[src/rtl/chop_ctrl.sv]
module chop_ctrl #(
  parameter int CLK_MHZ     = 125,
  parameter int OFF_UNIT_US = 20,
  parameter int BLANK_US    = 5
) (
  input  logic       clk,
  input  logic       rst,
  input  logic       en,
  input  logic       req_a,
  input  logic       req_b,
  input  logic       trip,
  input  logic [1:0] toff_sel,
  input  logic [1:0] itrip_sel,
  output logic       drv_a,
  output logic       drv_b,
  output logic       chopping,
  output logic [1:0] itrip_lvl
);
  localparam int OFF_STEP  = OFF_UNIT_US * CLK_MHZ;
  localparam int OFF_MAX   = 4 * OFF_STEP;
  localparam int BLANK_CYC = BLANK_US * CLK_MHZ;
  localparam int CW        = $clog2(OFF_MAX + 1);
  localparam int BW        = $clog2(BLANK_CYC + 1);

  logic          in_off, on_q;
  logic [1:0]    pat_q;
  logic [CW-1:0] off_cnt, off_len;
  logic [BW-1:0] blk_cnt;

  wire drive_on = en & (req_a ^ req_b);
  wire restart  = drive_on & (~on_q | (pat_q != {req_a, req_b}));
  wire hold     = in_off & drive_on & ~restart;

  assign off_len   = CW'(OFF_STEP) * ({{(CW-2){1'b0}}, toff_sel} + CW'(1));
  assign chopping  = hold & ~rst;
  assign drv_a     = ~rst & en & req_a & ~hold;
  assign drv_b     = ~rst & en & req_b & ~hold;

  always_ff @(posedge clk) begin
    if (rst) begin
      in_off    <= 1'b0;
      on_q      <= 1'b0;
      pat_q     <= 2'b00;
      off_cnt   <= '0;
      blk_cnt   <= '0;
      itrip_lvl <= 2'b00;
    end else begin
      itrip_lvl <= itrip_sel;
      on_q      <= drive_on;
      pat_q     <= {req_a, req_b};
      if (!drive_on) begin
        in_off  <= 1'b0;
        off_cnt <= '0;
        blk_cnt <= '0;
      end else if (restart) begin
        in_off  <= 1'b0;
        off_cnt <= '0;
        blk_cnt <= BW'(BLANK_CYC - 1);
      end else if (in_off) begin
        if (off_cnt == CW'(1)) begin
          in_off  <= 1'b0;
          blk_cnt <= BW'(BLANK_CYC - 1);
        end
        off_cnt <= off_cnt - CW'(1);
      end else if (blk_cnt != '0) begin
        blk_cnt <= blk_cnt - BW'(1);
      end else if (trip) begin
        in_off  <= 1'b1;
        off_cnt <= off_len;
      end
    end
  end
endmodule

[config.mk]
export PLATFORM = sky130hd
export DESIGN_NAME = chop_ctrl
export DESIGN_NICKNAME = d
export VERILOG_FILES = /design/src/rtl/chop_ctrl.sv
export SDC_FILE = /design/constraint.sdc
export NUM_CORES = 1
export LEC_CHECK = 0
export BUFFER_PORTS_ARGS = -buffer_cell sky130_fd_sc_hd__clkbuf_2
export CAP_MARGIN = 15
export CORE_MARGIN = 5
export CORE_UTILIZATION = 50
export DETAILED_ROUTE_END_ITERATION = 12
export GPL_TIMING_DRIVEN = 1
export HOLD_SLACK_MARGIN = 0.12
export PLACE_DENSITY_LB_ADDON = 0.12
export SYNTH_ARGS = -nofsm -noshare
export SYNTH_HDL_FRONTEND = slang
export SYNTH_SLANG_ARGS = --single-unit
[constraint.sdc]
create_clock -name clk -period 1.7 [get_ports clk]
set_input_delay 0.085 -clock clk [delete_from_list [all_inputs] [get_ports clk]]
set_output_delay 0.085 -clock clk [all_outputs]
set_load 0.01 [all_outputs]
==> results of run 1 <==
==> flip-flops by register name, indices dropped and copies added, names as in the netlist <==
signal     cells
off_cnt       14
blk_cnt       10
itrip_lvl      2
pat_q          2
in_off         1
on_q           1
==> critical path, stage by stage, from the launching register on <==
cell and delay (ps):
dfxtp_2 330, or4_4 580, nor3b_4 310, buf_4 170, nand3_2 60, a21o_1 190
a21oi_2 110
==> final cells by class <==
type                            count  share of cell area (%)
Tap cell                           46                    2.60
Clock inverter                      1                   0.226
Timing Repair Buffer               46                    14.8
Sequential cell                    30                    27.3
Multi-Input combinational cell    157                    50.6
Inverter                           12                    2.03
Clock buffer                        7                    2.48
==> layer usage <==
metal / wire length [µm] / up-vias / global-route usage [%] / part of all wire (%)
met5: 0 / - / 0 / 0
met4: 104 / 0 / 8.46 / 2.5
met3: 192 / 13 / 4.93 / 4.6
met2: 2030 / 49 / 31.3 / 49
met1: 1840 / 810 / 20.0 / 44
li1: - / 831 / - / -
==> repair_timing <==
action / in CTS / in global routing
hold buffers: 7 / 0
endpoints found under the setup margin: 9 / 19
resized for setup: 2 / 13
pin swaps: 2 / 3
endpoints found under the hold margin: 4 / 0
buffers inserted: 1 / 1
==> worst paths after layout <==
path,start,to,slack (ps),cells after the start
worst max-delay path,off_cnt[5],off_cnt[12],-120,6
worst min-delay path,en,blk_cnt[9],150,4
worst max register to register,off_cnt[5],off_cnt[12],-120,6
worst min register to register,off_cnt[13],off_cnt[13],530,2
==> cells in the final DEF (no fill, tap or decap), types with 3 or more instances in the layout <==
| cell | Yosys | layout |
|---|---|---|
| nand2_1 | 13 | 12 |
| dfxtp_2 | 0 | 3 |
| inv_1 | 11 | 11 |
| a21oi_2 | 0 | 3 |
| o21ai_1 | 0 | 3 |
| a31oi_1 | 4 | 4 |
| nor2b_1 | 6 | 6 |
| o21ai_0 | 6 | 3 |
| dfxtp_1 | 30 | 27 |
| ha_1 | 9 | 9 |
| xnor2_1 | 10 | 10 |
| clkbuf_2 | 0 | 14 |
| nor2_1 | 25 | 24 |
| nand3_1 | 8 | 7 |
| nor3_1 | 5 | 5 |
| xor2_1 | 6 | 6 |
| a21oi_1 | 13 | 10 |
| dlygate4sd3_1 | 0 | 7 |
| clkbuf_4 | 0 | 5 |
| buf_4 | 0 | 25 |
==> report_power, final <==
part	leakage (µW)	internal [µW]	total, µW	switching, µW
Clock	0.0000353	200	463	263
Sequential	0.000245	714	723	9.01
Combinational	0.000612	131	263	132
==> per-stage QoR <==
stage / total power, µW / setup WS [ps] / cells / TNS, ps
final: 1450 / -118 / 299 / -405
after global routing: 1520 / -184 / 299 / -1140
after CTS: 1460 / -77.8 / 298 / -278
after detailed placement: 984 / -103 / 282 / -364
after global placement: 978 / -65.8 / 282 / -144
after floorplan: 915 / -105 / 205 / -105
==> logic make-up (layout without fill, tap and decap cells) <==
family                   count (synthesis)  count (layout)  share of synthesized area, %
multiplexers                             2               2                          1.20
adder cells (fa/ha/maj)                  9               9                          6.37
buffers and inverters                   18              66                          4.82
AND/OR/NAND/NOR                         82              82                          26.8
flip-flops                              30              30                          34.0
AO/OA/AOI/OAI                           48              48                          18.8
XOR/XNOR                                16              16                          7.93
==> metrics.txt, run 1 <==
mapped cell area=1770 µm²; Ys Warns=0; worst slew pin tran=446 ps; layout cells sized above 1=28.9%; Core Region=approximately 3400 µm²; Final Hold Slack=around 150 ps; #FFs+latches synth=30; top cells by area in the synthesized netlist=dfxtp_1, ha_1, nor2_1, xnor2_1, a21oi_1; Multi-input gate area=about 1100 µm²; Final Routed Wirelength=4170 µm; ys async rst share=0%; vias in the first global route=1663; final hold vios=0; mean number of vias per cell=roughly 5.7; PwrDens=approximately 650 nW/µm²; GPL Wtd Cong=slightly below 0.9; All-Layer GR Usage=around 18%; post-synthesis sequential area ratio=approximately 34%; 1st-iter DRT viols=97; Routed WL per cell=approximately 14 µm; Syn Area/Cell=approximately 8.6 µm²; slack of the critical path=-118 ps; clock buffer count from CTS=5; I/O pin count=15; max-capacitance violation count=0; DR vias=approximately 1700; status=complete, but fails checks; final setup skew=13.5 ps; DP Area=2030 µm²; critical path required time=around 2000 ps; Final Slew Violations=0; final setup vio count=9; CTS tree=yes; ant diodes=0; Hold Crit Class=primary input to flip-flop; final instance area=between 2000 and 2500 µm²; LEAKAGE=between 0.0008 and 0.0009 µW; largest net degree at the start of global routing=16; cells after synthesis=a little over 200; most frequent cell after synthesis=dfxtp_1; CTS H-tree lvls=2; post-route clock period utilization=107%; CP Capture Type=flip-flop; post-synth top area cell=dfxtp_1; Netlist cell types=between 50 and 60; Die Y=a little under 70 µm; global route overflow=0; final layout net count=approximately 270; DP HPWL=between 3000 and 4000 µm; FMAX=roughly 550 MHz; Initial Util=~52%; first-pass GRT wire length=between 7000 and 8000 µm; post-synth top area share=around a third; clock slew at reported path FFs=100 ps; initial antenna violation count=0; most common library cells after synthesis=dfxtp_1, nor2_1, a21oi_1, nand2_1, inv_1; storage element area=between 600 and 700 µm²; Period minus WS final=1820 ps; Max FO, Critical Path=5; FILL cells=~300; Num Clock Sinks=30; Area Overhead vs Synth=25.5%; CTS max path bufs=2; FP Rows=21; Post-route DRC=0; Top FF cell, synth=dfxtp_1; slew margin rel.=roughly 70%; worst skew pair latency=340 ps; die area=just under 5000 µm²; ANT nets after route=0; Worst Path Arrival=around 2100 ps; Finished Core Util=approximately 65%; RSZ-0062 raised after global routing=true; Setup CP Type=flip-flop to flip-flop; Post-synth EDFFs=0; IO buf count=14; Clock Tree Root=clkbuf_4; Pre-Repair DR Iteration Count=4; Chip Width=a little under 70 µm; VDD IR-drop max=0.000432 V; failing checks=negative setup slack; Synth Net Count=about 220; Startpoint Class=flip-flop
No activity file was read; power rests on OpenSTA's default activity.
==> inputs of run 2 (changes only) <==
==> config.mk (replaced) <==
export PLATFORM = sky130hd
export DESIGN_NAME = chop_ctrl
export DESIGN_NICKNAME = d
export VERILOG_FILES = /design/src/rtl/chop_ctrl.sv
export SDC_FILE = /design/constraint.sdc
export NUM_CORES = 1
export LEC_CHECK = 0
export ABC_CLOCK_PERIOD_IN_PS = 1700
export CAP_MARGIN = 15
export CORE_MARGIN = 5
export CORE_UTILIZATION = 50
export DETAILED_ROUTE_END_ITERATION = 12
export DONT_BUFFER_PORTS = 1
export GPL_TIMING_DRIVEN = 1
export HOLD_SLACK_MARGIN = 0.12
export PLACE_DENSITY = 0.8
export SYNTH_ARGS = -nofsm -noshare
export SYNTH_HDL_FRONTEND = slang
export SYNTH_SLANG_ARGS = --single-unit
==> run 2 against run 1 <==
Against the previous run: the run still ends with negative setup slack left; clock skew is 1.2 ps lower; fmax is 1.4% lower; flip-flop and latch count stayed put; clock power is 1% higher; sequential share of layout area is 0.086 points lower; non-clock buffer count is 11 lower; core utilization is 0.48 points higher.
==> metrics.txt, run 2 (synthesized netlist as in run 1, its figures left out) <==
status=complete, but fails checks; failing checks=negative setup slack; Chip Width=roughly 70 µm; final hold vios=0; Period minus WS final=~1800 ps; RSZ-0062 raised after global routing=true; Clock Tree Root=clkbuf_4; worst stage delay on the critical path=between 500 and 600 ps; PwrDens=between 600 and 700 nW/µm²; CP max stage cell=or4_4; Setup CP Type=flip-flop to flip-flop; FMAX=roughly 540 MHz; All-Layer GR Usage=between 10% and 20%; CTS tree=yes; Core Region=3390 µm²; 1st-iter DRT viols=114; I/O pin count=15; reg-to-reg slack, setup=-140 ps; DP HPWL=between 2000 and 3000 µm; CTS H-tree lvls=2; initial antenna violation count=0; slack of the critical path=-143 ps; slew margin rel.=72.6%; final setup skew=~12 ps; grt met1 use=a little over 20%; Hold Crit Class=primary input to flip-flop; GPL Wtd Cong=a little under 0.9; ANT nets after route=0; critical path required time=between 1500 and 2000 ps; post-route clock period utilization=108%; Final Routed Wirelength=roughly 4400 µm; IO buf count=0; Initial Util=approximately 52%; Worst Hold Launch=en; GR Util met3=around 4.6%; Die Y=69.4 µm; clock buffer count from CTS=5; clock slew at reported path FFs=~110 ps; DR vias=1638; ant diodes=0; Largest Register=off_cnt; vias in the first global route=~1600; first-pass GRT wire length=just over 7000 µm; FP Rows=21; Reg-to-Reg Start=off_cnt[2]; max-capacitance violation count=0; mean number of vias per cell=5.69; LEAKAGE=between 0.0008 and 0.0009 µW; Area Overhead vs Synth=26.4%; Num Clock Sinks=30; Final Slew Violations=0; WHS Path Cells=3; CP Capture Type=flip-flop; Pre-Repair DR Iteration Count=6; Final Hold Slack=122 ps; layout cells sized above 1=around 28%; commonest cells after routing, fill and taps aside=dfxtp_1, buf_4, nor2_1, nand2_1; Routed WL per cell=around 15 µm; Top Registers=off_cnt x14, blk_cnt x10; Hold Crit Endpoint=blk_cnt[4]; final layout net count=260; CTS max path bufs=2; VDD IR-drop max=0.000507 V; critical path, cell by cell=or4_4 > nor3b_4 > buf_4 > a21oi_2 > o22a_1 > nor2_1; max reg flops=14; most used routing layer=met2; reg-to-reg endpoint=off_cnt[6]; Worst Path Arrival=between 2000 and 2500 ps; Post-route DRC=0; worst slew pin tran=roughly 410 ps; met2 GRT Util=approximately 33%; die area=roughly 4800 µm²; Max FO, Critical Path=7; Reg2Reg Depth=6; worst skew pair latency=roughly 340 ps; largest net degree at the start of global routing=12; Finished Core Util=roughly 66%; Startpoint Class=flip-flop; global route overflow=0; final setup vio count=8
## run 2: routing by layer
layer	routed length, µm	vias to the layer above
met1	1860	779
li1	-	813
met3	210	6
met5	0	-
met4	36	0
met2	2290	40
## run 2: timing repair
item,4_1_cts,5_1_grt
hold buffers,9,0
setup buffers,1,3
endpoints found under the setup margin,7,20
pin swaps,13,13
gates resized for setup,3,22
hold endpoints to repair,12,0
## run 2: cell type report
| cell class | instances | area [µm²] |
|---|---|---|
| clock inverters | 2 | 12.5 |
| well taps | 46 | 57.6 |
| repair buffers | 35 | 289 |
| fillers | 250 | 1160 |
| inverters | 12 | 45.0 |
| multi-input cells | 157 | 1170 |
| clock buffers | 6 | 51.3 |
| flip-flops and latches | 30 | 607 |
## run 2: worst max path at each step
| stage | from | end | slack [ps] |
|---|---|---|---|
| after floorplan | off_cnt[5] | off_cnt[13] | -110 |
| after global placement | off_cnt[5] | off_cnt[13] | -50 |
| after detailed placement | off_cnt[5] | off_cnt[13] | -80 |
| after CTS | off_cnt[3] | off_cnt[8] | -110 |
| after global routing | off_cnt[2] | off_cnt[6] | -220 |
| final | off_cnt[2] | off_cnt[6] | -140 |
## run 2: power by group
part / total [µW] / switching, µW / internal (µW)
logic: 270 / 135 / 135
clock network: 469 / 270 / 199
registers: 726 / 11.5 / 714
total: 1460 / 417 / 1050
## run 2: worst max-delay path, delay by kind of cell (launching register included)
| kind | cells | cell delay (ps) |
|---|---|---|
| buffers and inverters | 1 | 180 |
| AO/OA/AOI/OAI | 2 | 250 |
| AND/OR/NAND/NOR | 3 | 1020 |
| flip-flops | 1 | 340 |
## run 2: through the flow
stage	area, µm²	setup slack [ps]	TNS (ps)	std cells	total power, µW
global placement	1950	-51.7	-165	267	956
finish	2230	-143	-814	288	1460
CTS	2120	-106	-489	285	1440
floorplan	1770	-105	-105	205	915
global route	2230	-223	-1420	288	1530
detailed placement	1950	-83.8	-318	267	959
